$ cat config.mk
export PLATFORM = sky130hd
export DESIGN_NAME = irq_prio_ctrl
export DESIGN_NICKNAME = d
export VERILOG_FILES = /design/src/rtl/irq_prio_pkg.sv /design/src/rtl/irq_cfg_regs.sv /design/src/rtl/irq_pick.sv /design/src/rtl/irq_nest_track.sv /design/src/rtl/irq_prio_ctrl.sv
export SDC_FILE = /design/constraint.sdc
export NUM_CORES = 1
export LEC_CHECK = 0
export BUFFER_PORTS_ARGS = -buffer_cell sky130_fd_sc_hd__buf_2
export CAP_MARGIN = 20
export CELL_PAD_IN_SITES_DETAIL_PLACEMENT = 0
export CELL_PAD_IN_SITES_GLOBAL_PLACEMENT = 2
export CORE_MARGIN = 1.5
export CORE_UTILIZATION = 29
export CTS_BUF_LIST = sky130_fd_sc_hd__clkbuf_4 sky130_fd_sc_hd__clkbuf_8
export DETAILED_ROUTE_END_ITERATION = 10
export PLACE_DENSITY_LB_ADDON = 0.08
export RECOVER_POWER = 50
export SYNTH_ARGS = -nofsm -noshare
export SYNTH_HDL_FRONTEND = slang
export SYNTH_SLANG_ARGS = --single-unit
$ cat constraint.sdc
create_clock -name clk -period 5.55 [get_ports clk]
set_input_delay 0.2775 -clock clk [delete_from_list [all_inputs] [get_ports clk]]
set_output_delay 0.2775 -clock clk [all_outputs]
set_load 0.1 [all_outputs]
$ cat src/rtl/irq_prio_pkg.sv
package irq_prio_pkg;
  // Two register bits form a source level, giving four nesting levels.
  localparam int LVL_W   = 2;
  localparam int NUM_LVL = 1 << LVL_W;
  typedef logic [LVL_W-1:0] lvl_t;
endpackage

$ cat src/rtl/irq_cfg_regs.sv
module irq_cfg_regs #(
  parameter int NUM_SRC = 5
) (
  input  logic               clk,
  input  logic               rst,
  input  logic               en_we,
  input  logic [NUM_SRC:0]   en_wdata,
  input  logic               lo_we,
  input  logic [NUM_SRC-1:0] lo_wdata,
  input  logic               hi_we,
  input  logic [NUM_SRC-1:0] hi_wdata,
  output logic               glb_en,
  output logic [NUM_SRC-1:0] src_en,
  output logic [NUM_SRC-1:0] pri_lo,
  output logic [NUM_SRC-1:0] pri_hi
);
  logic [NUM_SRC:0] en_q;

  always_ff @(posedge clk) begin
    if (rst) begin
      en_q   <= '0;
      pri_lo <= '0;
      pri_hi <= '0;
    end else begin
      if (en_we) en_q   <= en_wdata;
      if (lo_we) pri_lo <= lo_wdata;
      if (hi_we) pri_hi <= hi_wdata;
    end
  end

  assign glb_en = en_q[NUM_SRC];
  assign src_en = en_q[NUM_SRC-1:0];
endmodule

$ cat src/rtl/irq_pick.sv
module irq_pick
  import irq_prio_pkg::*;
#(
  parameter int NUM_SRC = 5,
  localparam int IDX_W  = $clog2(NUM_SRC)
) (
  input  logic [NUM_SRC-1:0] cand,
  input  logic [NUM_SRC-1:0] pri_lo,
  input  logic [NUM_SRC-1:0] pri_hi,
  output logic               any,
  output logic [IDX_W-1:0]   idx,
  output lvl_t               lvl
);
  lvl_t src_lvl [NUM_SRC];

  for (genvar g = 0; g < NUM_SRC; g++) begin : g_lvl
    assign src_lvl[g] = {pri_hi[g], pri_lo[g]};
  end

  // Scan from last to first polling position; ">=" lets an earlier
  // position take over a tie, a strictly higher level always wins.
  always_comb begin
    any = 1'b0;
    idx = '0;
    lvl = '0;
    for (int i = NUM_SRC - 1; i >= 0; i--) begin
      if (cand[i] && (!any || src_lvl[i] >= lvl)) begin
        any = 1'b1;
        idx = IDX_W'(i);
        lvl = src_lvl[i];
      end
    end
  end
endmodule

$ cat src/rtl/irq_nest_track.sv
module irq_nest_track
  import irq_prio_pkg::*;
(
  input  logic               clk,
  input  logic               rst,
  input  logic               grant,
  input  lvl_t               grant_lvl,
  input  logic               ret,
  output logic [NUM_LVL-1:0] svc,
  output logic               cur_any,
  output lvl_t               cur_lvl
);
  logic [NUM_LVL-1:0] top_oh;

  always_comb begin
    top_oh  = '0;
    cur_lvl = '0;
    for (int i = 0; i < NUM_LVL; i++) begin
      if (svc[i]) begin
        top_oh  = NUM_LVL'(1) << i;
        cur_lvl = lvl_t'(i);
      end
    end
  end

  assign cur_any = |svc;

  always_ff @(posedge clk) begin
    if (rst) svc <= '0;
    else     svc <= (svc & ~(ret ? top_oh : '0))
                  | (grant ? (NUM_LVL'(1) << grant_lvl) : '0);
  end

  // a grant adds one in-service level (always above the current top)
  p_grant_adds_r8: assert property (@(posedge clk) disable iff (rst)
    grant && !ret |=> $countones(svc) == $countones($past(svc)) + 1);

  // a return retires exactly one level
  p_ret_drops_r8: assert property (@(posedge clk) disable iff (rst)
    ret && !grant && cur_any |=> $countones(svc) + 1 == $countones($past(svc)));
endmodule

$ cat src/rtl/irq_prio_ctrl.sv
module irq_prio_ctrl
  import irq_prio_pkg::*;
#(
  parameter int NUM_SRC = 5,
  localparam int IDX_W  = $clog2(NUM_SRC)
) (
  input  logic               clk,
  input  logic               rst,
  input  logic [NUM_SRC-2:0] core_flag,
  input  logic               ser_rx_flag,
  input  logic               ser_tx_flag,
  input  logic               en_we,
  input  logic [NUM_SRC:0]   en_wdata,
  input  logic               lo_we,
  input  logic [NUM_SRC-1:0] lo_wdata,
  input  logic               hi_we,
  input  logic [NUM_SRC-1:0] hi_wdata,
  input  logic               irq_ack,
  input  logic               irq_ret,
  output logic               irq_req,
  output logic [IDX_W-1:0]   irq_vec,
  output logic               irq_wake,
  output logic [NUM_LVL-1:0] svc_mask
);
  logic               glb_en;
  logic [NUM_SRC-1:0] src_en, pri_lo, pri_hi, cand;
  logic               best_any, cur_any, eligible, grant;
  logic [IDX_W-1:0]   best_idx;
  lvl_t               best_lvl, cur_lvl, lvl_q;

  irq_cfg_regs #(.NUM_SRC(NUM_SRC)) u_regs (
    .clk(clk), .rst(rst),
    .en_we(en_we), .en_wdata(en_wdata),
    .lo_we(lo_we), .lo_wdata(lo_wdata),
    .hi_we(hi_we), .hi_wdata(hi_wdata),
    .glb_en(glb_en), .src_en(src_en), .pri_lo(pri_lo), .pri_hi(pri_hi)
  );

  // Serial source sits last in polling order and merges its two flags.
  assign cand = {ser_rx_flag | ser_tx_flag, core_flag} & src_en & {NUM_SRC{glb_en}};

  irq_pick #(.NUM_SRC(NUM_SRC)) u_pick (
    .cand(cand), .pri_lo(pri_lo), .pri_hi(pri_hi),
    .any(best_any), .idx(best_idx), .lvl(best_lvl)
  );

  assign grant = irq_ack & irq_req;

  irq_nest_track u_nest (
    .clk(clk), .rst(rst),
    .grant(grant), .grant_lvl(lvl_q), .ret(irq_ret),
    .svc(svc_mask), .cur_any(cur_any), .cur_lvl(cur_lvl)
  );

  assign eligible = best_any && (!cur_any || best_lvl > cur_lvl);

  always_ff @(posedge clk) begin
    if (rst) begin
      irq_req  <= 1'b0;
      irq_vec  <= '0;
      lvl_q    <= '0;
      irq_wake <= 1'b0;
    end else begin
      irq_wake <= 1'b0;
      if (irq_req) begin
        if (irq_ack) irq_req <= 1'b0;
      end else if (eligible) begin
        irq_req  <= 1'b1;
        irq_vec  <= best_idx;
        lvl_q    <= best_lvl;
        irq_wake <= 1'b1;
      end
    end
  end

  // request and vector hold until acknowledged
  p_vec_hold_r7: assert property (@(posedge clk) disable iff (rst)
    irq_req && !irq_ack |=> irq_req && $stable(irq_vec));

  // wake marks exactly the rising cycle of the request
  p_wake_on_rise_r9: assert property (@(posedge clk) disable iff (rst)
    irq_wake |-> irq_req && !$past(irq_req));
  p_rise_has_wake_r9: assert property (@(posedge clk) disable iff (rst)
    $rose(irq_req) |-> irq_wake);

  // a new request is strictly above every in-service level
  p_preempt_strict_r6: assert property (@(posedge clk) disable iff (rst)
    $rose(irq_req) && cur_any |-> lvl_q > cur_lvl);

  // no request rises unless the global enable was set
  p_global_gate_r2: assert property (@(posedge clk) disable iff (rst)
    $rose(irq_req) |-> $past(glb_en));
endmodule

==> metrics.txt, run 1 <==
global placement routability congestion 0.7439; Critical Path End irq_vec[1]; mapped cell area 0.001513 mm2; final hold vios 0; Hold Buf Count CTS 0; sequential-to-total area share from yosys stat 35.73%; vias in the first global route 1483; die area 0.005659 mm2; Fmax 174.5 MHz; Distinct cells, synth 45; Die Span Y 75.23 um; synthesized flop and latch total 27; CTS tree done; Crit path arrival time 5.94 ns; Clock Tree Buf Depth 2; critical path buffer and inverter count 2; Vias/cell 4.690; critical path depth in cells 30; failing checks negative setup slack; count of TritonRoute iterations in the first routing pass 4; CP Capture Type register; largest net degree at the start of global routing 30; initial antenna violation count 0; area delta synth->final 56.66%; first-pass GRT wire length 6900 um; worst reg-to-reg setup slack -0.18 ns; H-tree Lvls 1; Worst Setup SP u_regs.en_q[4]; port buffer count 37; gr usage total 16.42%; WHS Path Cells 3; n_diodes 0; FF-to-FF End irq_vec[1]; Avg Cell Area, Syn 8.644 um2; ANT nets after route 0; status complete, but fails checks; Final WS setup -0.1819 ns; overall routed net length 4282 um; most frequent cells in the layout buf_2, buf_4, dfxtp_1; Iteration-0 DRC Markers 68; die width 75.23 um; DP Worst Slack -0.4382 ns; synth warn 0; Period Utilization, post-route 103.3%; DRC violations left 0; CTS Sinks 27; Worst Hold Class in2reg; Least-Margin Pin Slew 0.5746 ns; critical path class reg2reg; clk_skew 0.003069 ns; Slew Limit Fails 0; Worst path slowest cell dfxtp_2; CP max stage delay 0.34 ns; Startpoint Class register; worst-skew pair later-pin latency 0.28 ns; Boundary Pins 38; Mapped Cells 175; Final Power 0.0004037 W; placed cell area 0.002009 mm2; crit path max fanout 7; post-route minimum period 5.732 ns; Routed WL per cell 13.42 um; Worst R2R Path Depth 30; Core ar. 0.005075 mm2; Area contributors post-synth dfxtp_1, mux2i_1, ha_1, nor2_1, nand2_1; fin area 0.002370 mm2; Static Leak 1.111 nW; post-synth top area share 35.73%; via count 1496; clk root buf clkbuf_8; Slew Limit Headroom 61.69%; clock buffer count from CTS 3; Req. time, crit path 5.76 ns; Synth Net Count 214; Post-DP HPWL 3144 um; Synth area leader dfxtp_1; Reg-to-Reg Start u_regs.en_q[4]; PwrDens 170.4 mW/mm2; Non-Filler Instances 319; Core Rows 26; Inst Count DP 297; RSZ-0062 raised after global routing yes; top cell family by delay on the critical path compound AO/OA/AOI/OAI gates; grt ovf 0; Peak supply drop 86.46 uV; CTS clk-pin slew, worst paths 0.10 ns; share of cells above drive strength 1 48.59%; Max Cap Viol 0; final setup violation count 7; Final nets 289; initial core utilization 29.81%
state kept, by name, summed over array words and instances (netlist names):
name and count:
irq_wake 1, irq_req 1, lvl_q 2, u_nest.svc 4, u_regs.pri_hi 5, u_regs.en_q 6, irq_vec 3, u_regs.pri_lo 5
cell usage after synthesis, drive strengths merged:
master,instances
dfxtp,27
nor2,26
mux2i,17
nand2,15
ha,10
a21oi,9
inv,8
o21ai,7
clkbuf,6
nand3,6
nand2b,5
a31oi,4
a22oi,3
buf,3
a221oi,2
and2,2
and3,2
nor2b,2
nor3,2
nor4,2
nor4b,2
a2111o,1
a211o,1
a21bo,1
a21o,1
a2bb2oi,1
a31o,1
mux2,1
nand4,1
nor3b,1
o21a,1
o221ai,1
o311a,1
o32ai,1
or2,1
or3,1
through the flow:
stage / hold WS, ns / utilization (%) / TNS, ns
after floorplan: 0.4243 / - / -0.1356
after global placement: 0.4631 / 39.60 / -1.530
after detailed placement: 0.4697 / 39.60 / -2.363
after CTS: 0.2202 / 44.60 / -0.7193
after global routing: 0.2220 / 46.70 / -3.199
final: 0.2270 / 46.70 / -0.8956
kinds of logic after synthesis:
family	count (synthesis)	share of synthesized area (%)
fa+ha+maj	10	8.271
simple gates	68	21.34
compound gates	35	17.54
flops	27	35.73
buf+inv	17	4.879
mux	18	12.24
worst min-delay path, delay by kind of cell:
family        cells  cell delay [ns]
buf+inv           1             0.07
simple gates      1             0.07
mux               1             0.05
metal layers:
| metal | part of all wire [%] | GRT usage (%) |
|---|---|---|
| met3 | 2.0 | 2.008 |
| met1 | 45 | 19.92 |
| met5 | 0 | 0 |
| met2 | 52 | 29.99 |
| met4 | 0.68 | 5.357 |
worst min-delay path by stage:
stage | startpoint | to | slack (ns)
floorplan | en_wdata[0] | u_regs.en_q[0] | 0.42
global placement | irq_vec[1] | irq_vec[1] | 0.46
detailed placement | irq_vec[1] | irq_vec[1] | 0.47
CTS | en_wdata[1] | u_regs.en_q[1] | 0.22
global route | en_wdata[2] | u_regs.en_q[2] | 0.22
finish | en_wdata[1] | u_regs.en_q[1] | 0.23
power by group:
group | internal [W] | switching, W | total [W]
combinational | 0.0000380 | 0.0000394 | 0.0000774
sequential | 0.000201 | 0.00000668 | 0.000208
clock | 0.0000511 | 0.0000672 | 0.000118
total | 0.000290 | 0.000113 | 0.000404
cell type report:
class                      instances  area [um2]
clock buffer                       3       41.29
fill                             545        2705
clock inverter                     1       7.507
tap                               70       87.58
multi-input combinational        131        1150
sequential                        27       541.8
inverter                           8       30.03
timing repair buffer              79       511.7
timing repair:
| item | CTS | global route |
|---|---|---|
| setup buffers | 13 | 5 |
| setup endpoints to repair | 7 | 7 |
| pin swaps | 18 | 21 |
| resized for setup | 18 | 10 |
Power figures use the tool's default switching activity.
==> inputs of run 2 (changes only) <==
- CORE_UTILIZATION: 29 -> 27
- CTS_BUF_LIST: sky130_fd_sc_hd__clkbuf_4 sky130_fd_sc_hd__clkbuf_8 -> not set
==> metrics.txt, run 2 (same netlist as run 1, synthesis figures left out) <==
Final Power 0.0004147 W; CP Capture Type register; die width 77.85 um; final hold vios 0; via count 1489; global placement routability congestion 0.7370; Static Leak 1.146 nW; failing checks negative setup slack; die area 0.006061 mm2; Core Rows 27; status complete, but fails checks; CTS clk-pin slew, worst paths 0.11 ns; first-pass GRT wire length 7472 um; Worst path slowest cell o311a_4; Inst Count DP 301; Die Span Y 77.85 um; clk_skew 0.009762 ns; CTS Sinks 27; ANT nets after route 0; crit path max fanout 5; Most flops, register u_regs.en_q; most common cell after layout, fill and taps aside buf_2; count of TritonRoute iterations in the first routing pass 3; max reg flops 6; Clock Tree Buf Depth 2; vias in the first global route 1583; port buffer count 37; Slew Limit Fails 0; Fillers 557; initial antenna violation count 0; largest net degree at the start of global routing 30; most frequent cells in the layout buf_2, buf_4, dfxtp_1; Post-DP HPWL 3284 um; Non-Filler Instances 321; Startpoint Class register; Req. time, crit path 5.78 ns; Fmax 174.0 MHz; Slew Limit Headroom 61.19%; post-route minimum period 5.747 ns; area delta synth->final 63.36%; Period Utilization, post-route 103.6%; worst-skew pair later-pin latency 0.29 ns; RSZ-0062 raised after global routing yes; clock buffer count from CTS 3; Core ar. 0.005439 mm2; initial core utilization 27.81%; Routed WL per cell 13.98 um; Worst Hold Class in2reg; Boundary Pins 38; grt ovf 0; PwrDens 167.8 mW/mm2; overall routed net length 4488 um; hold slack 0.2134 ns; clk root buf clkbuf_8; Max Cap Viol 0; Iteration-0 DRC Markers 28; Peak supply drop 96.03 uV; CTS tree done; CP max stage delay 0.37 ns; critical path class reg2reg; n_diodes 0; Final WS setup -0.1972 ns; Least-Margin Pin Slew 0.5821 ns; gr usage total 15.59%; Vias/cell 4.639; final setup violation count 7; Largest regs u_regs.en_q (6), u_regs.pri_hi (5), u_regs.pri_lo (5); share of cells above drive strength 1 51.00%; H-tree Lvls 1; Core Util, Final 45.43%; Final nets 289; DRC violations left 0; Crit path arrival time 5.97 ns
## run 2: area by class of cell
class / count / area (um2) / area share [%]
clock buffer: 3 / 41.29 / 1.671
inverter: 8 / 30.03 / 1.215
multi-input combinational: 131 / 1232 / 49.87
timing repair buffer: 79 / 526.8 / 21.32
clock inverter: 1 / 8.758 / 0.3544
tap: 72 / 90.09 / 3.646
sequential: 27 / 541.8 / 21.92
## run 2: worst paths after layout
kind         depth (start not counted)      startpoint              to  slack, ns
max                                 31  u_regs.en_q[4]      irq_vec[1]      -0.20
min                                  3     en_wdata[1]  u_regs.en_q[1]       0.21
max reg2reg                         31  u_regs.en_q[4]      irq_vec[1]      -0.20
min reg2reg                          2      irq_vec[1]      irq_vec[1]       0.49
## run 2: repair_timing
| item | in CTS | in global routing |
|---|---|---|
| gates resized for setup | 20 | 25 |
| endpoints found under the setup margin | 7 | 7 |
| setup buffers | 15 | 2 |
| pin swaps | 12 | 23 |
| hold buffers | 0 | 0 |
## run 2: worst max-delay path, delay by kind of cell, from the launching register on
kind	cells	cell delay (ns)
fa+ha+maj	5	1.31
buf+inv	3	0.40
compound gates	12	2.21
simple gates	10	1.07
mux	1	0.32
flops	1	0.34
## run 2: power by group
part / leakage [nW] / internal, W / total, W / switching (W)
Combinational: 0.899 / 0.0000405 / 0.0000819 / 0.0000415
Clock: 0.0261 / 0.0000530 / 0.000124 / 0.0000711
Sequential: 0.221 / 0.000201 / 0.000209 / 0.00000740
## run 2: per-layer routing
layer	part of all wire, %	vias up	track usage, %	routed length, um
met1	45	690	18.99	2010
met4	1.3	0	4.909	57
li1	-	774	-	-
met3	2.7	5	2.235	120
met2	51	20	27.91	2300
met5	0	-	0	0
## run 2: stage by stage
step / cell area, um2 / setup WS, ns / setup TNS [ns]
3_3_place_gp: 2027 / -0.3892 / -2.168
3_5_place_dp: 2027 / -0.5675 / -3.242
6_report: 2471 / -0.1972 / -0.9008
5_1_grt: 2471 / -0.4669 / -2.841
4_1_cts: 2300 / -0.2030 / -1.188
2_1_floorplan: 1607 / -0.06461 / -0.1356
